<file path="config.mk">
export PLATFORM = sky130hd
export DESIGN_NAME = modereg_seq
export DESIGN_NICKNAME = d
export VERILOG_FILES = /design/src/rtl/modereg_pkg.sv /design/src/rtl/modereg_encode.sv /design/src/rtl/modereg_wait_timer.sv /design/src/rtl/modereg_fsm.sv /design/src/rtl/modereg_seq.sv
export SDC_FILE = /design/constraint.sdc
export NUM_CORES = 1
export LEC_CHECK = 0
export BUFFER_PORTS_ARGS = -buffer_cell sky130_fd_sc_hd__buf_2
export CORE_MARGIN = 2
export CORE_UTILIZATION = 35
export DETAILED_ROUTE_END_ITERATION = 12
export SYNTH_ARGS = -nofsm -noshare
export SYNTH_HDL_FRONTEND = slang
export SYNTH_SLANG_ARGS = --single-unit
</file>
<file path="constraint.sdc">
create_clock -name clk -period 5.4 [get_ports clk]
set_input_delay 0.81 -clock clk [delete_from_list [all_inputs] [get_ports clk]]
set_output_delay 0.81 -clock clk [all_outputs]
set_load 0.02 [all_outputs]
</file>
<file path="src/rtl/modereg_pkg.sv">
package modereg_pkg;
  // one-hot state bit positions
  localparam int S_IDLE      = 0;
  localparam int S_WAIT_IDLE = 1;
  localparam int S_LOAD_EMR  = 2;
  localparam int S_WAIT_EMR  = 3;
  localparam int S_LOAD_MR   = 4;
  localparam int S_WAIT_MR   = 5;
  localparam int S_DONE      = 6;
  localparam int NSTATE      = 7;

  localparam logic [2:0] BL_CODE_2  = 3'b001;
  localparam logic [2:0] BL_CODE_4  = 3'b010;
  localparam logic [2:0] BL_CODE_8  = 3'b011;
  localparam logic [2:0] CL_CODE_20 = 3'b010;
  localparam logic [2:0] CL_CODE_25 = 3'b110;

  typedef struct packed {
    logic       ok;
    logic [2:0] code;
  } field_code_t;

  function automatic field_code_t burst_code(input logic [3:0] beats);
    field_code_t r;
    r.ok = 1'b1;
    case (beats)
      4'd2:    r.code = BL_CODE_2;
      4'd4:    r.code = BL_CODE_4;
      4'd8:    r.code = BL_CODE_8;
      default: begin r.ok = 1'b0; r.code = 3'b000; end
    endcase
    return r;
  endfunction

  function automatic field_code_t latency_code(input logic [2:0] half_cyc);
    field_code_t r;
    r.ok = 1'b1;
    case (half_cyc)
      3'd4:    r.code = CL_CODE_20;
      3'd5:    r.code = CL_CODE_25;
      default: begin r.ok = 1'b0; r.code = 3'b000; end
    endcase
    return r;
  endfunction
endpackage

</file>
<file path="src/rtl/modereg_encode.sv">
module modereg_encode
  import modereg_pkg::*;
#(
  parameter int ADDR_W = 13
) (
  input  logic [3:0]        burst_len,
  input  logic              interleave,
  input  logic [2:0]        cas_half,
  input  logic              dll_en,
  input  logic              drive_weak,
  output logic              legal,
  output logic [ADDR_W-1:0] ext_word,
  output logic [ADDR_W-1:0] base_word
);
  field_code_t bl;
  field_code_t cl;

  always_comb begin
    bl    = burst_code(burst_len);
    cl    = latency_code(cas_half);
    legal = bl.ok & cl.ok;

    ext_word    = '0;
    ext_word[0] = ~dll_en;      // 0 keeps the DLL running
    ext_word[1] = drive_weak;

    base_word      = '0;
    base_word[2:0] = bl.code;
    base_word[3]   = interleave;
    base_word[6:4] = cl.code;
    base_word[8]   = dll_en;    // DLL reset operating mode
  end
endmodule

</file>
<file path="src/rtl/modereg_wait_timer.sv">
module modereg_wait_timer #(
  parameter int WAIT_CYC = 2
) (
  input  logic clk,
  input  logic rst_n,
  input  logic run,
  output logic expired
);
  localparam int CNT_W = $clog2(WAIT_CYC) + 1;
  localparam logic [CNT_W-1:0] LAST = CNT_W'(WAIT_CYC - 1);

  logic [CNT_W-1:0] cnt_q;

  assign expired = run && (cnt_q == LAST);

  always_ff @(posedge clk) begin
    if (!rst_n || !run) cnt_q <= '0;
    else if (!expired)  cnt_q <= cnt_q + 1'b1;
  end
endmodule

</file>
<file path="src/rtl/modereg_fsm.sv">
module modereg_fsm
  import modereg_pkg::*;
(
  input  logic clk,
  input  logic rst_n,
  input  logic req_valid,
  input  logic legal,
  input  logic bus_free,
  input  logic tmr_exp,
  output logic ready,
  output logic accept_ok,
  output logic load_ext,
  output logic load_base,
  output logic tmr_run,
  output logic own_bus,
  output logic done,
  output logic err
);
  logic [NSTATE-1:0] st_q, st_n;
  logic              accept;
  logic              err_q;

  assign ready     = st_q[S_IDLE];
  assign accept    = req_valid && ready;
  assign accept_ok = accept && legal;
  assign load_ext  = st_q[S_LOAD_EMR];
  assign load_base = st_q[S_LOAD_MR];
  assign tmr_run   = st_q[S_WAIT_EMR] | st_q[S_WAIT_MR];
  assign own_bus   = st_q[S_LOAD_EMR] | st_q[S_WAIT_EMR] |
                     st_q[S_LOAD_MR]  | st_q[S_WAIT_MR];
  assign done      = st_q[S_DONE];
  assign err       = err_q;

  always_comb begin
    st_n = '0;
    if (st_q[S_IDLE]) begin
      if (accept_ok) st_n[S_WAIT_IDLE] = 1'b1;
      else           st_n[S_IDLE]      = 1'b1;
    end
    if (st_q[S_WAIT_IDLE]) begin
      if (bus_free) st_n[S_LOAD_EMR]  = 1'b1;
      else          st_n[S_WAIT_IDLE] = 1'b1;
    end
    if (st_q[S_LOAD_EMR]) st_n[S_WAIT_EMR] = 1'b1;
    if (st_q[S_WAIT_EMR]) begin
      if (tmr_exp) st_n[S_LOAD_MR]  = 1'b1;
      else         st_n[S_WAIT_EMR] = 1'b1;
    end
    if (st_q[S_LOAD_MR]) st_n[S_WAIT_MR] = 1'b1;
    if (st_q[S_WAIT_MR]) begin
      if (tmr_exp) st_n[S_DONE]    = 1'b1;
      else         st_n[S_WAIT_MR] = 1'b1;
    end
    if (st_q[S_DONE]) st_n[S_IDLE] = 1'b1;
    // recover from a corrupted encoding
    if ($countones(st_n) != 1) begin
      st_n         = '0;
      st_n[S_IDLE] = 1'b1;
    end
  end

  always_ff @(posedge clk) begin
    if (!rst_n) begin
      st_q         <= '0;
      st_q[S_IDLE] <= 1'b1;
      err_q        <= 1'b0;
    end else begin
      st_q  <= st_n;
      err_q <= accept && !legal;
    end
  end
endmodule

</file>
<file path="src/rtl/modereg_seq.sv">
module modereg_seq #(
  parameter int ADDR_W   = 13,
  parameter int BA_W     = 2,
  parameter int WAIT_CYC = 2
) (
  input  logic              clk,
  input  logic              rst_n,
  input  logic              req_valid,
  output logic              req_ready,
  input  logic [3:0]        req_burst_len,
  input  logic              req_interleave,
  input  logic [2:0]        req_cas_half,
  input  logic              req_dll_en,
  input  logic              req_drive_weak,
  input  logic              banks_idle,
  input  logic              burst_active,
  output logic              cmd_lmr_o,
  output logic [BA_W-1:0]   ba_o,
  output logic [ADDR_W-1:0] addr_o,
  output logic              own_bus_o,
  output logic              done_o,
  output logic              err_o
);
  localparam logic [BA_W-1:0] SEL_EXT  = BA_W'(1);
  localparam logic [BA_W-1:0] SEL_BASE = BA_W'(0);

  logic              legal;
  logic [ADDR_W-1:0] ext_w, base_w;
  logic [ADDR_W-1:0] ext_q, base_q;
  logic              accept_ok, load_ext, load_base;
  logic              tmr_run, tmr_exp;

  modereg_encode #(.ADDR_W(ADDR_W)) u_enc (
    .burst_len (req_burst_len),
    .interleave(req_interleave),
    .cas_half  (req_cas_half),
    .dll_en    (req_dll_en),
    .drive_weak(req_drive_weak),
    .legal     (legal),
    .ext_word  (ext_w),
    .base_word (base_w)
  );

  modereg_fsm u_fsm (
    .clk      (clk),
    .rst_n    (rst_n),
    .req_valid(req_valid),
    .legal    (legal),
    .bus_free (banks_idle && !burst_active),
    .tmr_exp  (tmr_exp),
    .ready    (req_ready),
    .accept_ok(accept_ok),
    .load_ext (load_ext),
    .load_base(load_base),
    .tmr_run  (tmr_run),
    .own_bus  (own_bus_o),
    .done     (done_o),
    .err      (err_o)
  );

  modereg_wait_timer #(.WAIT_CYC(WAIT_CYC)) u_tmr (
    .clk    (clk),
    .rst_n  (rst_n),
    .run    (tmr_run),
    .expired(tmr_exp)
  );

  always_ff @(posedge clk) begin
    if (!rst_n) begin
      ext_q  <= '0;
      base_q <= '0;
    end else if (accept_ok) begin
      ext_q  <= ext_w;
      base_q <= base_w;
    end
  end

  assign cmd_lmr_o = load_ext | load_base;
  assign ba_o      = load_ext ? SEL_EXT : SEL_BASE;
  assign addr_o    = load_ext ? ext_q : (load_base ? base_q : '0);
endmodule

</file>
==> metrics.md, run 1 <==
| Metric | Value |
|---|---|
| Result of the run | complete, no violations |
| Insertion delay to the later sink of the worst-skew pair | around 0.28 ns |
| Instance count on the critical path | 13 |
| Initial Utilization | 37.8% |
| Die width | 59.0 um |
| Proportion of layout cells with a drive suffix above 1 | about 23% |
| Y dimension of the die | between 50 and 60 um |
| Total of buffers placed on input and output ports | 26 |
| Leak | 0.000622 uW |
| Cell with the most instances on the worst path | fa_1 |
| Clock buffer depth | 2 |
| CTS H-Tree Depth | 1 |
| WS Path Type | in2reg |
| Area enclosed by the die boundary | ~3500 um2 |
| Total negative slack for setup checks | 0 ns |
| Post-CTS Setup Repair Bufs | 0 |
| Final routed wire length divided by cell count | 11.0 um |
| GRT overflow | 0 |
| Post-synthesis instance area | between 1000 and 1500 um2 |
| Total number of vias | 858 |
| Worst-path fanout max | 7 |
| Routing layer with the top usage in global route | met2 |
| Synth warn | 0 |
| Post-detail-place hpwl | 1690 um |
| Global routing met1 resource utilization | 13.8% |
| Pin count of the biggest net entering global routing | 11 |
| Final worst-path cycle share | 71.0% |
| MaxCap Viol Count | 0 |
| Via density per instance | 4.71 |
| Met2 track demand over resource | about 23% |
| Count of nets left with antenna violations after detail routing | 0 |
| Data required, critical path | roughly 5.6 ns |
| Clock Root Buffer | clkbuf_4 |
| Final-stage net count | approximately 180 |
| Worst setup slack after placement | 1.26 ns |
| Final critical delay including setup and external delays | 3.83 ns |
| Count of fill cells added during filler insertion | 293 |
| Post-CTS Hold Fix Bufs | 0 |
| Worst ir drop on vdd | 57.4 uV |
| Path class of the lowest-slack min-delay path | reg2reg |
| Data arrival time of the worst path | approximately 4 ns |
| Drt initial violations | 13 |
| Area grow syn2layout | 15.0% |
| Highest clock frequency the design can meet | 261 MHz |
| Final WS setup | 1.57 ns |
| Cell family with the largest share of critical-path delay | simple AND/OR/NAND/NOR gates |
| Sinks on Clock Net | 18 |
| TritonCTS clock tree | built |
| PostCTS Resize Cnt | 0 |
| Number of detailed-routing iterations run before antenna repair | 4 |
| Unrepaired setup endpoints after global routing | no |
| Cts bufs inserted | 3 |
| Clock transition at the register clock pins on the worst setup and hold paths after CTS | around 0.1 ns |
| Final clock skew | 0.00151 ns |
| Register-to-Register Path Depth | 14 |
| Register-to-Register Setup Slack | 1.89 ns |
| Final hold violation count | 0 |
| Critical path cell sequence | buf_2 > nor3b_1 > o211ai_2 > o21ai_2 > or2b_1 > ha_1 > inv_1 > fa_1 > fa_1 > a2111oi_2 > a21oi_1 > nand4b_4 > or3b_1 |
| Startpoint kind of the worst setup timing path | input port |
| Number of ports placed on the die boundary | 35 |
| Critical Path Sink | u_fsm.st_q[0] |
| Number of synthesized register bits | 18 |
| Post-synthesis cell type count | 32 |
| Crit path buffers/inverters | 2 |
| Number of antenna violations at the first check in global routing | 0 |
| Power density cells | 201 nW/um2 |
| Final Max Slew Viols | 0 |
| Leading cell type in the layout, fill and taps excluded | buf_2 |
| Reg2Reg Launch Point | u_tmr.cnt_q[0] |
| Sequential share of the synthesized area | about 34% |
| CP max stage delay | 0.47 ns |
| Detailed Route WL | 1990 um |
| Total GRT Usage | 12.7% |
| Diodes inserted | 0 |
| Highest-count cells in the layout ignoring fill and taps | 26 x buf_2, 18 x dfxtp_1, 16 x inv_1 |
| Critical path capture point type | register |
| Placeable core region | ~2800 um2 |
| Worst path slowest cell | fa_1 |
| Gpl congestion | just over 0.8 |
| Number of core rows | 19 |
| Syn Inst Count | 124 |
| Final cell count without fillers | 182 |
| Vias in the first global route | between 700 and 800 |
| Grt met3 use | between 2 and 2.5% |
| Destination of the worst register-to-register timing path | u_fsm.st_q[0] |
| First-pass GRT wire length | 3280 um |
| DRC | 0 |
| Final-report setup violation count | 0 |
| Mapped Avg Cell Area | 8.55 um2 |
| Worst setup startpoint | req_burst_len[0] |
| Total placed cells including tap cells | 178 |
worst reg2reg max path: cells and delay by family (launching register included):
kind                       cells  cell delay (ns)
and+or+nand+nor                2             0.58
buffers and inverters          4             0.26
AOI/OAI and AO/OA              3             0.61
adders and majority gates      5             1.57
DFF                            1             0.37
metal layers:
layer / vias to the layer above / wire length (um)
met2: 19 / 1080
met5: - / 0
met3: 4 / 80
met1: 391 / 791
li1: 444 / -
met4: 0 / 42
power breakdown:
part	switching, uW	leakage, uW	internal (uW)
Clock	39.3	0.0000210	41.0
Sequential	0.717	0.000145	134
Combinational	18.8	0.000455	10.3
layout make-up:
cell class	count	area, um2	area share [%]
clock buffer	4	36.3	2.98
inverter	16	60.1	4.93
multi-input combinational	87	593	48.7
sequential	18	360	29.6
tap	31	38.8	3.18
timing repair buffer	26	130	10.7
Yosys cell counts (all sizes together):
master	instances	share of area, %
mux2i	2	1.9
or3b	1	0.83
o21ai	9	4.6
dfxtp	18	34
a21oi	7	3.3
nand4b	1	2.2
nor3	2	0.94
clkbuf	1	0.47
nand2b	1	0.59
nor2b	3	1.8
nand2	12	4.2
or3	1	0.59
nor3b	1	0.71
or2	1	0.59
o211ai	1	1.2
nor2	8	2.8
ha	6	7.1
o21a	1	0.71
o211a	2	1.9
buf	9	6.4
xor2	2	1.7
or4	1	0.71
or2b	1	0.71
a2111oi	1	1.4
xnor2	1	0.83
fa	3	5.7
nand3	5	2.4
and2	4	2.4
inv	16	5.7
conb	1	0.35
a21o	2	1.4
kinds of logic after synthesis:
kind of cell    share of synthesized area [%]
other cells                             0.354
flops                                    34.0
mux                                      1.89
xor+xnor                                 2.48
compound gates                           14.5
simple gates                             21.5
buf+inv                                  12.5
fa+ha+maj                                12.8
registers in the layout, indices dropped and copies added (netlist names):
| register | flops |
|---|---|
| u_tmr.cnt_q | 2 |
| ext_q | 2 |
| base_q | 6 |
| u_fsm.err | 1 |
| u_fsm.st_q | 7 |
per-stage QoR:
| stage | total power, uW | hold slack, ns | instance area, um2 | utilization (%) |
|---|---|---|---|---|
| finish | 244 | 0.469 | 1220 | 43.4 |
| global route | 258 | 0.491 | 1220 | 43.4 |
| CTS | 249 | 0.474 | 1220 | 43.4 |
| detailed placement | 167 | 0.454 | 1180 | 42.1 |
| global placement | 166 | 0.446 | 1180 | 42.1 |
| floorplan | 162 | 0.432 | 1090 | - |
worst min-delay path by stage:
stage | cells after the start | slack [ns] | start | end
5_1_grt | 2 | 0.49 | base_q[0] | base_q[0]
4_1_cts | 2 | 0.47 | base_q[0] | base_q[0]
3_5_place_dp | 1 | 0.45 | base_q[5] | base_q[5]
6_report | 2 | 0.47 | base_q[0] | base_q[0]
3_3_place_gp | 1 | 0.45 | base_q[5] | base_q[5]
2_1_floorplan | 1 | 0.43 | base_q[5] | base_q[5]
Power figures use the tool's default switching activity.
==> inputs of run 2 (changes only) <==
==> constraint.sdc (replaced) <==
create_clock -name clk -period 3.5 [get_ports clk]
set_input_delay 0.525 -clock clk [delete_from_list [all_inputs] [get_ports clk]]
set_output_delay 0.525 -clock clk [all_outputs]
set_load 0.02 [all_outputs]
==> metrics.md, run 2 (synthesized netlist as in run 1, its figures left out) <==
| Metric | Value |
|---|---|
| Insertion delay to the later sink of the worst-skew pair | ~0.29 ns |
| Worst setup startpoint | u_tmr.cnt_q[0] |
| Post-CTS Hold Fix Bufs | 0 |
| Area enclosed by the die boundary | about 3500 um2 |
| PostCTS Resize Cnt | 0 |
| Instance count on the critical path | 14 |
| Y dimension of the die | 59.0 um |
| Sinks on Clock Net | 18 |
| Startpoint kind of the worst setup timing path | register |
| Reg2Reg Launch Point | u_tmr.cnt_q[0] |
| Cts bufs inserted | 3 |
| Final hold violation count | 0 |
| Highest-count cells in the layout ignoring fill and taps | 26 x buf_2, 18 x dfxtp_1, 16 x inv_1 |
| Proportion of layout cells with a drive suffix above 1 | 28.7% |
| WS Path Type | reg2reg |
| Result of the run | complete, no violations |
| CP max stage delay | 0.44 ns |
| Area grow syn2layout | 23.0% |
| Count of nets left with antenna violations after detail routing | 0 |
| Final routed wire length divided by cell count | 10.6 um |
| Final clock skew | 0.00185 ns |
| Post-detail-place hpwl | roughly 1700 um |
| MaxCap Viol Count | 0 |
| Final worst-path cycle share | ~95% |
| GRT overflow | 0 |
| Final critical delay including setup and external delays | 3.34 ns |
| Area taken by multi-input logic gates | 611 um2 |
| Critical path cell sequence | ha_4 > inv_1 > a21o_1 > ha_1 > inv_1 > fa_1 > inv_1 > ha_1 > inv_1 > fa_1 > a2111oi_2 > a21oi_1 > nand4b_4 > or3b_1 |
| Clock Root Buffer | clkbuf_4 |
| Leading cell type in the layout, fill and taps excluded | buf_2 |
| Number of antenna violations at the first check in global routing | 0 |
| Biggest register | u_fsm.st_q |
| Path class of the lowest-slack min-delay path | reg2reg |
| Registers with the most flip-flops | u_fsm.st_q x7, base_q x6 |
| First-pass GRT wire length | 3560 um |
| Worst-path fanout max | 6 |
| Total number of vias | 910 |
| Total placed cells including tap cells | 187 |
| Data required, critical path | about 3.7 ns |
| Final-stage net count | between 150 and 200 |
| Post-CTS Setup Repair Bufs | 0 |
| Total GRT Usage | 13.3% |
| Diodes inserted | 0 |
| Vias in the first global route | roughly 930 |
| Unrepaired setup endpoints after global routing | no |
| Data arrival time of the worst path | 3.52 ns |
| Final cell count without fillers | 191 |
| Leak | 0.000667 uW |
| Number of detailed-routing iterations run before antenna repair | 7 |
| Via density per instance | roughly 4.8 |
| DRC | 0 |
| Register-to-Register Path Depth | 14 |
| Clock transition at the register clock pins on the worst setup and hold paths after CTS | 0.10 ns |
| Share of the core filled with cells | 46.5% |
| Count of fill cells added during filler insertion | 295 |
| Highest clock frequency the design can meet | ~300 MHz |
| TritonCTS clock tree | built |
| Initial Utilization | 37.8% |
| Crit path buffers/inverters | 4 |
| Total of buffers placed on input and output ports | 26 |
| Area occupied by registers | around 360 um2 |
| CTS H-Tree Depth | 1 |
| Final Max Slew Viols | 0 |
| Critical Path Sink | u_fsm.st_q[0] |
| Final-report setup violation count | 0 |
| Number of ports placed on the die boundary | 35 |
| Destination of the worst register-to-register timing path | u_fsm.st_q[0] |
| Clock buffer depth | 2 |
| Cell family with the largest share of critical-path delay | adder cells |
| Power density cells | 298 nW/um2 |
| Register-to-Register Setup Slack | roughly 0.16 ns |
| Drt initial violations | 25 |
| Number of core rows | 19 |
| Number of flip-flops under the largest register name | 7 |
| Cell with the most instances on the worst path | inv_1 |
| Pin count of the biggest net entering global routing | 11 |
| Detailed Route WL | 2030 um |
| Placeable core region | ~2800 um2 |
| Gpl congestion | 0.761 |
| Worst setup slack after placement | -0.190 ns |
| Worst path slowest cell | fa_1 |
| Final WS setup | around 0.16 ns |
| Die width | 59.0 um |
| Critical path capture point type | register |
| Worst ir drop on vdd | 105 uV |
[run 2: changes by cell type in the layout (fill, tap and decap cells not counted), sizes merged]
cell,delta
buf,+9
[run 2: tightest hold or removal path, stage by stage (launching register included)]
cell and delay, ns:
dfxtp_1 0.32, inv_1 0.06, nor3_1 0.05
[run 2: worst min path at each step]
stage,startpoint,endpoint,depth (start not counted)
floorplan,base_q[5],base_q[5],1
global placement,base_q[5],base_q[5],1
detailed placement,u_fsm.st_q[1],u_fsm.st_q[2],2
CTS,req_cas_half[0],base_q[6],3
global route,req_cas_half[0],base_q[6],3
finish,u_fsm.st_q[1],u_fsm.st_q[2],2
[run 2: layout make-up]
cell class / instances / share of cell area [%]
multi-input cells: 87 / 46.8
flip-flops and latches: 18 / 27.6
repair buffers: 35 / 15.2
inverters: 16 / 4.61
well taps: 31 / 2.98
clock buffers: 4 / 2.78
[run 2: metrics by stage]
step           area [um2]  power (uW)  hold WS, ns  TNS, ns
5_1_grt              1300         413        0.476        0
2_1_floorplan        1090         250        0.432        0
3_5_place_dp         1250         267        0.453   -0.525
4_1_cts              1290         397        0.464        0
6_report             1300         388        0.470        0
3_3_place_gp         1250         266        0.448  -0.0824
[run 2: per-layer routing]
metal | wire (um) | part of all wire, % | vias up | GRT usage [%]
met2 | 1140 | 56 | 20 | 26.2
met1 | 838 | 41 | 426 | 13.5
met4 | 11 | 0.54 | 0 | 5.84
met3 | 45 | 2.2 | 2 | 1.97
met5 | 0 | 0 | - | 0
li1 | - | - | 462 | -
[run 2: power breakdown]
group          internal [uW]  switching, uW
combinational           22.9           31.0
sequential               207           1.10
clock                   63.4           62.8
